[src/rtl/rtc_pkg.sv]
package rtc_pkg;
    localparam int RTC_PRE_W = 7;
    localparam int RTC_CNT_W = 16;

    typedef enum logic {
        ST_HALT = 1'b0,
        ST_RUN  = 1'b1
    } rtc_state_e;
endpackage

[src/rtl/rtc_tick_sel.sv]
module rtc_tick_sel (
    input  logic cclk_tick,
    input  logic xtal_tick,
    input  logic xtal_is_cpu,
    input  logic sel_xtal,
    output logic tick
);
    logic use_xtal;

    // the crystal cannot feed the timer while it is also the CPU clock
    assign use_xtal = sel_xtal && !xtal_is_cpu;
    assign tick     = use_xtal ? xtal_tick : cclk_tick;

    always_comb begin
        if (xtal_is_cpu) begin
            AST_CPU_FORCED: assert (tick == cclk_tick);
        end
    end
endmodule

[src/rtl/rtc_prescaler.sv]
module rtc_prescaler #(
    parameter int W = 7
) (
    input  logic         clk,
    input  logic         por_n,
    input  logic         load,
    input  logic         step,
    output logic [W-1:0] value,
    output logic         zero
);
    logic [W-1:0] q;

    always_ff @(posedge clk or negedge por_n) begin
        if (!por_n)
            q <= '1;
        else if (load)
            q <= '1;
        else if (step)
            q <= q - W'(1);
    end

    assign value = q;
    assign zero  = (q == '0);
endmodule

[src/rtl/rtc_main_count.sv]
module rtc_main_count #(
    parameter int W = 16
) (
    input  logic         clk,
    input  logic         por_n,
    input  logic         load,
    input  logic [W-1:0] load_val,
    input  logic         step,
    output logic [W-1:0] value,
    output logic         zero
);
    logic [W-1:0] q;

    always_ff @(posedge clk or negedge por_n) begin
        if (!por_n)
            q <= '0;
        else if (load)
            q <= load_val;
        else if (step)
            q <= q - W'(1);
    end

    assign value = q;
    assign zero  = (q == '0);
endmodule

[src/rtl/rtc_wake_timer.sv]
module rtc_wake_timer
    import rtc_pkg::*;
#(
    parameter int PRE_W = RTC_PRE_W,
    parameter int CNT_W = RTC_CNT_W
) (
    input  logic             clk,
    input  logic             por_n,
    input  logic             cclk_tick,
    input  logic             xtal_tick,
    input  logic             xtal_is_cpu,
    input  logic             reload_wr,
    input  logic [CNT_W-1:0] reload_din,
    input  logic             ctrl_wr,
    input  logic             ctrl_run,
    input  logic             ctrl_xsel,
    input  logic             ctrl_irq_en,
    input  logic             flag_clr,
    output logic [CNT_W-1:0] rtc_count,
    output logic [PRE_W-1:0] rtc_presc,
    output logic             rtc_flag,
    output logic             rtc_irq,
    output logic             rtc_running
);
    localparam int TOT_W = PRE_W + CNT_W;

    rtc_state_e       state_q, state_d;
    logic [CNT_W-1:0] reload_q;
    logic             xsel_q, ie_q, flag_q;
    logic             tick;
    logic             counting, halted_load, wrap;
    logic             pre_zero, cnt_zero, pre_load, pre_step, cnt_step;
    logic [CNT_W-1:0] cnt_val;
    logic [TOT_W-1:0] full_value;

    // ---------------- state register ----------------
    always_ff @(posedge clk or negedge por_n) begin
        if (!por_n)
            state_q <= ST_HALT;
        else
            state_q <= state_d;
    end

    // ---------------- transitions GO / STOP ----------------
    always_comb begin
        state_d = state_q;
        unique case (state_q)
            ST_HALT: if (ctrl_wr && ctrl_run)  state_d = ST_RUN;   // GO
            ST_RUN:  if (ctrl_wr && !ctrl_run) state_d = ST_HALT;  // STOP
            default: state_d = ST_HALT;
        endcase
    end

    // ---------------- state-driven outputs ----------------
    always_comb begin
        counting    = 1'b0;
        halted_load = 1'b0;
        unique case (state_q)
            ST_HALT: halted_load = reload_wr;
            ST_RUN:  counting    = 1'b1;
            default: ;
        endcase
    end
    assign rtc_running = counting;

    // ---------------- configuration and flag ----------------
    always_ff @(posedge clk or negedge por_n) begin
        if (!por_n) begin
            reload_q <= '0;
            xsel_q   <= 1'b0;
            ie_q     <= 1'b0;
            flag_q   <= 1'b0;
        end else begin
            if (reload_wr)
                reload_q <= reload_din;
            if (ctrl_wr) begin
                xsel_q <= ctrl_xsel;
                ie_q   <= ctrl_irq_en;
            end
            if (wrap)
                flag_q <= 1'b1;
            else if (flag_clr)
                flag_q <= 1'b0;
        end
    end

    // ---------------- counting datapath ----------------
    rtc_tick_sel u_sel (
        .cclk_tick   (cclk_tick),
        .xtal_tick   (xtal_tick),
        .xtal_is_cpu (xtal_is_cpu),
        .sel_xtal    (xsel_q),
        .tick        (tick)
    );

    assign wrap     = counting && tick && pre_zero && cnt_zero;
    assign pre_load = halted_load || wrap;
    assign pre_step = counting && tick && !wrap;
    assign cnt_step = counting && tick && pre_zero && !cnt_zero;
    assign cnt_val  = halted_load ? reload_din : reload_q;

    rtc_prescaler #(.W(PRE_W)) u_pre (
        .clk   (clk),
        .por_n (por_n),
        .load  (pre_load),
        .step  (pre_step),
        .value (rtc_presc),
        .zero  (pre_zero)
    );

    rtc_main_count #(.W(CNT_W)) u_cnt (
        .clk      (clk),
        .por_n    (por_n),
        .load     (pre_load),
        .load_val (cnt_val),
        .step     (cnt_step),
        .value    (rtc_count),
        .zero     (cnt_zero)
    );

    assign rtc_flag   = flag_q;
    assign rtc_irq    = flag_q && ie_q;
    assign full_value = {rtc_count, rtc_presc};

    // ---------------- assertions ----------------
    AST_STEP_BY_ONE: assert property (@(posedge clk) disable iff (!por_n)
        (counting && tick && full_value != '0) |=> (full_value == $past(full_value) - TOT_W'(1)));

    AST_HALT_FROZEN: assert property (@(posedge clk) disable iff (!por_n)
        (state_q == ST_HALT && !reload_wr) |=> $stable(full_value));

    AST_REFILL_AT_ZERO: assert property (@(posedge clk) disable iff (!por_n)
        (counting && tick && full_value == '0) |=> (rtc_count == $past(reload_q) && rtc_presc == '1));

    AST_FLAG_ONLY_AT_WRAP: assert property (@(posedge clk) disable iff (!por_n)
        $rose(rtc_flag) |-> $past(counting && tick && full_value == '0));

    AST_FLAG_STICKY: assert property (@(posedge clk) disable iff (!por_n)
        (rtc_flag && !flag_clr) |=> rtc_flag);
endmodule

[config.mk]
export PLATFORM = sky130hd
export DESIGN_NAME = rtc_wake_timer
export DESIGN_NICKNAME = d
export VERILOG_FILES = /design/src/rtl/rtc_pkg.sv /design/src/rtl/rtc_tick_sel.sv /design/src/rtl/rtc_prescaler.sv /design/src/rtl/rtc_main_count.sv /design/src/rtl/rtc_wake_timer.sv
export SDC_FILE = /design/constraint.sdc
export NUM_CORES = 1
export LEC_CHECK = 0
export ABC_AREA = 1
export CORE_MARGIN = 2
export CORE_UTILIZATION = 45
export DETAILED_ROUTE_END_ITERATION = 10
export PLACE_DENSITY = 0.81
export SYNTH_ARGS = -nofsm -noshare
export SYNTH_HDL_FRONTEND = slang
export SYNTH_SLANG_ARGS = --single-unit
export TNS_END_PERCENT = 5
[constraint.sdc]
create_clock -name clk -period 1.45 [get_ports clk]
set_input_delay 0.29 -clock clk [delete_from_list [all_inputs] [get_ports clk]]
set_output_delay 0.29 -clock clk [all_outputs]
set_load 0.02 [all_outputs]
# After elaboration in Yosys (flattened, before gate mapping)
# Cells that the tools add are included.
[word_totals] register_bits=43 latchBits=0 mem_bits_rw=0 mem_bits_ro=0 in_bits=27 output_inout_bits=26 wordCells=42 n_memories=0
[classes] addsub=2 mul=0 div_mod_pow=0 order_cmp=0 n_eq_ne=0 shifts=0 mux=13 n_bitwise=1 reduce_logical=19
[op_table] op="16-bit 2-to-1 mux" count=3
[op_table] op="16-bit zero test" count=1
[op_table] op="16-bit by 1-bit subtractor with 16-bit output (second input constant)" count=1
[op_table] op="7-bit 2-to-1 mux" count=2
[op_table] op="1-bit logical AND" count=9
[op_table] op="7-bit zero test" count=1
[op_table] op="1-bit 2-to-1 mux" count=7
[op_table] op="7-bit by 1-bit subtractor with 7-bit output (second input constant)" count=1
[op_table] op="2-bit nonzero test" count=3
[op_table] op="1-bit zero test" count=4
[op_table] op="1-bit case mux with 2 select lines" count=1
[op_table] op="1-bit logical OR" count=1
[op_table] op="1-bit inverter" count=1

# Longest topological paths before layout
# Gate-level depths: netlist of run 1.
[depth] depth_word=10 depth_mapped=12

# Hierarchy
# Synthesis of run 1 repeated with hierarchy kept, for this count alone.
[unflattened] hier_cells=347 area_unflattened_um2=2504.9
[modules_own_cells] mod="rtc_main_count" n_inst=1 cells_per_inst=156 area_each_um2=1093.5 seq_area_each_um2=400.4
[modules_own_cells] mod="rtc_wake_timer" n_inst=1 cells_per_inst=144 area_each_um2=1006.0 seq_area_each_um2=500.5
[modules_own_cells] mod="rtc_prescaler" n_inst=1 cells_per_inst=42 area_each_um2=385.4 seq_area_each_um2=183.9
[modules_own_cells] mod="rtc_tick_sel" n_inst=1 cells_per_inst=5 area_each_um2=20.0 seq_area_each_um2=0.0

# Worst setup path before layout of run 1
# No wires, ideal clock.
[synth_path] kind="register -> register" startpoint="register u_cnt.q[0] (netlist: u_cnt.value[0])" endpoint="register u_cnt.q[10] (netlist: u_cnt.value[10])" setup_time_ps=117 t_arrival_ps=1569 path_slack_ps=-237 path_stages_with_launch=13 path_buffers=1 period_less_slack_ps=1687 path_cell_list="dfrtp_1 > inv_1 > ha_1 > nand2_1 > nor2_1 > nand2_2 > nor2_4 > nand2_4 > nand2_8 > buf_8 > nand2_1 > nand3_1 > nand2_1"
[synth_via] elab_chain_len=4 elab_cells_between_ends=9
[synth_rtl] item="start: declaration" line_no="rtc_main_count.sv:12" text="logic [W-1:0] q;"
[synth_rtl] item="start signal: assignment" line_no="rtc_main_count.sv:18" text="q <= load_val;"
[synth_rtl] item="start signal: assignment" line_no="rtc_main_count.sv:20" text="q <= q - W'(1);"
[synth_rtl] item="branches (longest 4 deep; another with 16-bit by 1-bit subtractor with 16-bit output)"
# Several ways; the timed one is not identified. The select of a mux whose other input is x is not followed.
# A chain may end at the register's enable or synchronous reset.

# Worst setup path in the final report of run 1
[layout_path] startpoint="register u_pre.q[0] (netlist: u_pre.value[0])" endpoint="register u_cnt.q[11] (netlist: u_cnt.value[11])"
[layout_via] elab_chain_len=5 elab_cells_between_ends=7
[layout_rtl] item="start: declaration" line_no="rtc_prescaler.sv:11" text="logic [W-1:0] q;"
[layout_rtl] item="start signal: assignment" line_no="rtc_prescaler.sv:19" text="q <= q - W'(1);"
[layout_rtl] item="7-bit zero test (*)" line_no="rtc_prescaler.sv:23" text="assign zero = (q == '0);"
[layout_rtl] item="1-bit logical AND (*)" line_no="rtc_wake_timer.sv:96, rtc_wake_timer.sv:99"
[layout_rtl] item="1-bit logical AND" line_no="rtc_wake_timer.sv:96" text="assign wrap = counting && tick && pre_zero && cnt_zero;"
[layout_rtl] item="1-bit logical OR" line_no="rtc_wake_timer.sv:97" text="assign pre_load = halted_load || wrap;"
[layout_rtl] item="16-bit 2-to-1 mux / 2-bit nonzero test (equally long branches)"
# Mark *: on every way between the ends. The rest lies on a longest branch, timed or not.

==> impl_metrics.py, run 1 <==
metrics = {
    "run_status": {
        "status": "finished with violations",
        "violations": "negative setup slack",
    },
    "clock_tree": {
        "htreeDepth": 2,
        "numClockSinks": 43,
        "clk_latency_ps": 300,
        "clkTransAtPathRegs_ps": 80,
        "cts_buffer_depth": 2,
        "cts_tree": "yes",
        "cts_root_buf": "clkbuf_8",
        "cts_buffers": 5,
    },
    "floorplanning": {
        "io_pins": 53,
        "initial_core_util_pct": 45.9,
        "die_w_um": 81.3,
        "dieArea_um2": 6610,
        "die_h_um": 81.3,
        "core_region_area_um2": 5850,
        "rows": 28,
    },
    "grt": {
        "grt_max_degree": 33,
        "antenna_found_initial": 0,
        "grt-ovfl-total": 0,
        "grt_pass1_vias": 2587,
        "grtUsageTotal_pct": 22.4,
        "grt_pass1_wl_um": 11600,
    },
    "final_layout": {
        "fillers": 504,
        "final_nets": 518,
        "drive_gt1_share_pct": 23.5,
        "seq_area_um2": 1090,
        "multi_input_area_um2": 1390,
        "final_cell_count_no_fill": 565,
        "antennaDiodeCount": 0,
        "syn_to_final_growth_pct": 38.9,
    },
    "pwr": {
        "p_int_mw": 3.09,
        "power.leakage_nw": 1.97,
        "clkPwrFrac_pct": 19.5,
        "power_frac_comb_pct": 48.0,
        "p_sw_share_pct": 38.3,
        "ir_drop_mv": 0.544,
        "pwr_density_cell_nw_per_um2": 1340,
        "p_seq_share_pct": 32.5,
        "power_switching_mw": 1.92,
    },
    "route": {
        "drc": 0,
        "drt_iter0_drc": 278,
        "wl_per_cell_um": 12.2,
        "routed_wl_um": 6880,
        "via_per_inst": 4.89,
        "vias": 2762,
        "final_antenna_net_count": 0,
        "firstDrtPassIters": 4,
    },
    "logic_synthesis": {
        "synthArstFlopShare_pct": 100,
        "yosys_warnings": 0,
        "synth.yosys.seq_area_share_pct": 40.4,
        "netlist_area_um2": 2690,
        "synth_edf_count": 0,
        "netlist_top_cells_area": "dfrtp_1 (34%), nand2_1 (21%), o21ai_0 (7.1%), nand3_1 (6.9%), dfstp_2 (6.8%)",
        "syn-num-nets": 421,
        "syn_avg_cell_area_um2": 6.86,
        "synth.largest_area_cell": "dfrtp_1",
        "synth_seq_cells": 43,
        "ys_types": 28,
        "synth_top_area_share_pct": 33.5,
        "syn_inst": 392,
        "synth_top_flop_cell": "dfrtp_1",
    },
    "worst_setup_path": {
        "end_kind": "flop",
        "arrival_ps": 1790,
        "worst-path-max-fanout": 13,
        "cp_data_required_time_ps": 1640,
        "path_class": "flop to flop",
        "start_kind": "flop",
    },
    "timing": {
        "worstMarginPinSlew_ps": 299,
        "final-hold-violation-count": 0,
        "whs_ps": 397,
        "setup_violations": 21,
        "fin_worst_skew_ps": 8.74,
        "fin_tns_setup_ps": -2240,
        "rsz0062_at_grt": "true",
        "timing.final.ws_setup_ps": -153,
        "fmax_mhz": 624,
        "post-route-min-period_ps": 1600,
        "finalCritPeriodShare_pct": 111,
        "maxSlewViolCount": 0,
        "slew_headroom_pct": 79.9,
    },
    "worst_hold_path": {
        "holdCritPathClass": "primary input to asynchronous set/reset pin",
    },
    "placement": {
        "dp_hpwl_um": 5280,
        "pre_cts_ws_ps": -328,
        "dp.cells": 555,
        "gp_congestion": 0.915,
        "io_buffers": 52,
    },
    "flow_run": {
        "maxCapViolations": 0,
    },
}
[cell usage in the layout, fill, tap and decap left out, drive strengths merged]
master | Yosys | layout
nand2 | 154 | 154
buf | 7 | 54
inv | 51 | 51
o21ai | 38 | 38
nand3 | 38 | 38
dfrtp | 36 | 36
nor2 | 34 | 34
clkdlybuf4s50 | 0 | 25
clkbuf | 5 | 17
dlygate4sd2 | 0 | 9
nand3b | 8 | 8
dfstp | 7 | 7
xor2 | 3 | 3
mux2 | 2 | 2
nor3 | 2 | 2
nand4 | 2 | 2
ha | 2 | 2
clkdlybuf4s15 | 0 | 2
o211ai | 1 | 1
xnor2 | 1 | 1
o22ai | 1 | 1
clkinv | 0 | 1
bufinv | 0 | 1
dlygate4sd3 | 0 | 1
[routing by layer]
metal	GRT usage, %	vias to the layer above	wire length [µm]
met4	7.12	0	63
met2	35.1	78	3360
met1	32.0	1265	3070
met5	0	-	0
met3	3.11	6	388
li1	-	1413	-
[what timing repair did]
item                                   4_1_cts  5_1_grt
endpoints found under the hold margin        6        0
hold buffers                                 1        0
pin swaps                                    7        1
setup buffers                                0        1
setup endpoints to repair                   50       37
resized for setup                           51       22
[state kept, by name (all words and copies together) (netlist names), named ones only]
signal       cells
reload_q        16
u_pre.value      7
rtc_flag         1
xsel_q           1
ie_q             1
u_cnt.value     16
[worst paths after layout]
kind / from / end / slack (ps) / cells after the start
max: u_pre.value[0]$_DFFE_PN1P_ / u_cnt.value[11]$_DFFE_PN0P_ / -150 / 10
min: por_n / u_cnt.value[12]$_DFFE_PN0P_ / 400 / 2
max reg2reg: u_pre.value[0]$_DFFE_PN1P_ / u_cnt.value[11]$_DFFE_PN0P_ / -150 / 10
min reg2reg: ie_q$_DFFE_PN0P_ / ie_q$_DFFE_PN0P_ / 520 / 1
max in group asynchronous: por_n / u_pre.value[6]$_DFFE_PN1P_ / 540 / 3
min in group clk: ie_q$_DFFE_PN0P_ / ie_q$_DFFE_PN0P_ / 520 / 1
[stage by stage]
step | power (mW) | util (%) | cell area, µm²
floorplan | 2.90 | - | 2720
global placement | 4.03 | 62.2 | 3640
detailed placement | 4.11 | 62.2 | 3640
CTS | 5.01 | 64.3 | 3760
global route | 5.35 | 63.8 | 3730
finish | 5.00 | 63.8 | 3730
[cell usage after synthesis (5+ instances only)]
master,n
nand2_1,149
inv_1,48
o21ai_0,38
nand3_1,37
dfrtp_1,36
nor2_1,27
nand3b_1,8
dfstp_2,7
clkbuf_1,5
nor2_2,5
[final cells by class]
cell class                      count  area share, %
Multi-Input combinational cell    286           37.3
Clock inverter                      2          0.938
Inverter                           51           5.13
Timing Repair Buffer              102           22.8
Sequential cell                    43           29.1
Clock buffer                        6           2.21
Tap cell                           75           2.51
[power by group through the flow]
stage	combinational, mW	clock [mW]	sequential (mW)
2_1_floorplan	0.979	0	1.92
3_3_place_gp	2.40	0	1.64
3_5_place_dp	2.46	0	1.65
4_1_cts	2.39	0.988	1.62
5_1_grt	2.65	1.04	1.66
6_report	2.40	0.977	1.63
[kinds of logic (layout without fill, tap and decap cells)]
family | Yosys count | after routing | share of synthesized area, %
compound gates | 40 | 40 | 7.59
xor+xnor | 4 | 4 | 1.30
fa+ha+maj | 2 | 2 | 0.931
buf+inv | 63 | 161 | 10.0
flops | 43 | 43 | 40.4
mux | 2 | 2 | 0.838
simple gates | 238 | 238 | 39.0
[critical path: stages (launching register included)]
cell      delay [ps]
dfstp_2          550
inv_2             50
ha_4             160
nand2_2           50
nand3b_1         150
nor2_2            60
nand2_4          100
buf_8            150
nand3_1           80
nand3_1           90
nand2_1           50
Power figures use the tool's default switching activity.
==> run 2: changes to the inputs <==
--- a/config.mk
+++ b/config.mk
@@ -6,7 +6,7 @@
 export NUM_CORES = 1
 export LEC_CHECK = 0
 export ABC_AREA = 1
-export CORE_MARGIN = 2
+export CORE_MARGIN = 8
 export CORE_UTILIZATION = 45
 export DETAILED_ROUTE_END_ITERATION = 10
 export PLACE_DENSITY = 0.81
==> run 2 against run 1 <==
Effect of this change:
- the flow still finishes with violations (negative setup slack)
- critical endpoint is now u_cnt.value[12]$_DFFE_PN0P_
- design area is 0.50% higher
- non-clock buffer count is 1 higher
- routed wire length grew 5.7%
- critical path depth unchanged
- highest routed layer unchanged
==> impl_metrics.py, run 2 (synthesis results as in run 1) <==
metrics = {
    "run_status": {
        "status": "finished with violations",
        "violations": "negative setup slack",
    },
    "floorplanning": {
        "dieArea_um2": 8700,
        "rows": 28,
        "core_region_area_um2": 5850,
        "die_h_um": 93.3,
        "die_w_um": 93.3,
        "io_pins": 53,
        "initial_core_util_pct": 45.9,
    },
    "final_layout": {
        "fillers": 517,
        "syn_to_final_growth_pct": 39.6,
        "drive_gt1_share_pct": 23.2,
        "final_cell_count_no_fill": 566,
        "final_nets": 519,
        "antennaDiodeCount": 0,
        "final_cell_mix": "nand2_1 (147), buf_4 (48), inv_1 (44), o21ai_0 (37), nand3_1 (36)",
        "final_common_cell": "nand2_1",
    },
    "route": {
        "wl_per_cell_um": 12.9,
        "drc": 0,
        "routed_wl_um": 7280,
        "final_antenna_net_count": 0,
        "via_per_inst": 5.03,
        "vias": 2847,
        "drt_iter0_drc": 170,
        "firstDrtPassIters": 6,
    },
    "timing": {
        "fin_worst_skew_ps": 6.94,
        "whs_ps": 448,
        "fin_tns_setup_ps": -2220,
        "fmax_mhz": 624,
        "final-hold-violation-count": 0,
        "timing.final.ws_setup_ps": -152,
        "worstMarginPinSlew_ps": 360,
        "setup_violations": 22,
        "slew_headroom_pct": 76.0,
        "rsz0062_at_grt": "true",
        "maxSlewViolCount": 0,
        "finalCritPeriodShare_pct": 110,
        "post-route-min-period_ps": 1600,
    },
    "placement": {
        "dp_hpwl_um": 5630,
        "gp_congestion": 0.863,
        "io_buffers": 52,
        "dp.cells": 557,
        "pre_cts_ws_ps": -313,
    },
    "pwr": {
        "power_mw": 5.02,
        "ir_drop_mv": 0.547,
        "power.leakage_nw": 1.97,
        "pwr_density_cell_nw_per_um2": 1340,
    },
    "clock_tree": {
        "cts_buffer_depth": 2,
        "htreeDepth": 2,
        "clkTransAtPathRegs_ps": 90,
        "numClockSinks": 43,
        "cts_root_buf": "clkbuf_8",
        "clk_latency_ps": 300,
        "cts_tree": "yes",
        "cts_setup_buffers": 0,
        "cts_buffers": 5,
    },
    "grt": {
        "grt_use_met2_pct": 30.0,
        "grt_pass1_vias": 2695,
        "grt-ovfl-total": 0,
        "grt_use_met3_pct": 3.04,
        "antenna_found_initial": 0,
        "grt_busiest_layer": "met2",
        "grtUsageTotal_pct": 17.4,
        "grtUsageMet1_pct": 21.5,
        "grt_max_degree": 33,
        "grt_pass1_wl_um": 12400,
    },
    "worst_setup_path": {
        "cp_data_required_time_ps": 1640,
        "arrival_ps": 1790,
        "path_class": "flop to flop",
        "end_kind": "flop",
        "worst-path-max-fanout": 13,
        "start_kind": "flop",
    },
    "worst_hold_path": {
        "holdCritPathClass": "primary input to asynchronous set/reset pin",
    },
    "flow_run": {
        "maxCapViolations": 0,
    },
}
==> run 2: cell type report <==
type	count	area [µm²]	share of cell area [%]
Multi-Input combinational cell	286	1400	37.2
Sequential cell	43	1090	29.0
Timing Repair Buffer	103	870	23.2
Inverter	51	191	5.10
Tap cell	75	93.8	2.50
Clock buffer	5	68.8	1.83
Clock inverter	3	43.8	1.17
==> run 2: metrics by stage <==
step           util [%]  cell area [µm²]
2_1_floorplan         -             2720
3_3_place_gp       62.6             3660
3_5_place_dp       62.6             3660
4_1_cts            64.8             3790
5_1_grt            64.1             3750
6_report           64.1             3750
==> run 2: timing repair <==
action | CTS | global route
hold buffers | 1 | 0
pin swaps | 7 | 2
endpoints found under the hold margin | 5 | 0
setup endpoints to repair | 50 | 38
gates resized for setup | 53 | 20
==> run 2: metal layers <==
metal / vias to the layer above / part of all wire [%]
met1: 1327 / 46
met5: - / 0
met2: 85 / 49
met4: 0 / 1.2
met3: 9 / 4.3
li1: 1426 / -
==> run 2: final timing paths <==
check,startpoint,endpoint,slack (ps),depth (start not counted)
setup reg to reg,u_pre.value[1]$_DFFE_PN1P_,u_cnt.value[12]$_DFFE_PN0P_,-150,10
hold reg to reg,ie_q$_DFFE_PN0P_,ie_q$_DFFE_PN0P_,520,1
max in group asynchronous,por_n,u_cnt.value[0]$_DFFE_PN0P_,500,3
min in group clk,ie_q$_DFFE_PN0P_,ie_q$_DFFE_PN0P_,520,1
setup / recovery,u_pre.value[1]$_DFFE_PN1P_,u_cnt.value[12]$_DFFE_PN0P_,-150,10
hold / removal,por_n,u_cnt.value[9]$_DFFE_PN0P_,450,2
==> run 2: worst max-delay path, cell delays in order, from the launching register on <==
cell and delay, ps:
dfstp_2 550, inv_2 50, ha_4 160, nand2_2 60, nand3b_1 160, nor2_2 70
nand2_4 100, buf_12 140, nand3_1 70, nand3_1 90, nand2_1 60
==> run 2: report_power, final <==
part | switching (mW) | leakage, nW | total [mW] | internal [mW]
combinational | 1.34 | 1.40 | 2.43 | 1.09
sequential | 0.195 | 0.513 | 1.65 | 1.45
clock | 0.430 | 0.0581 | 0.943 | 0.513
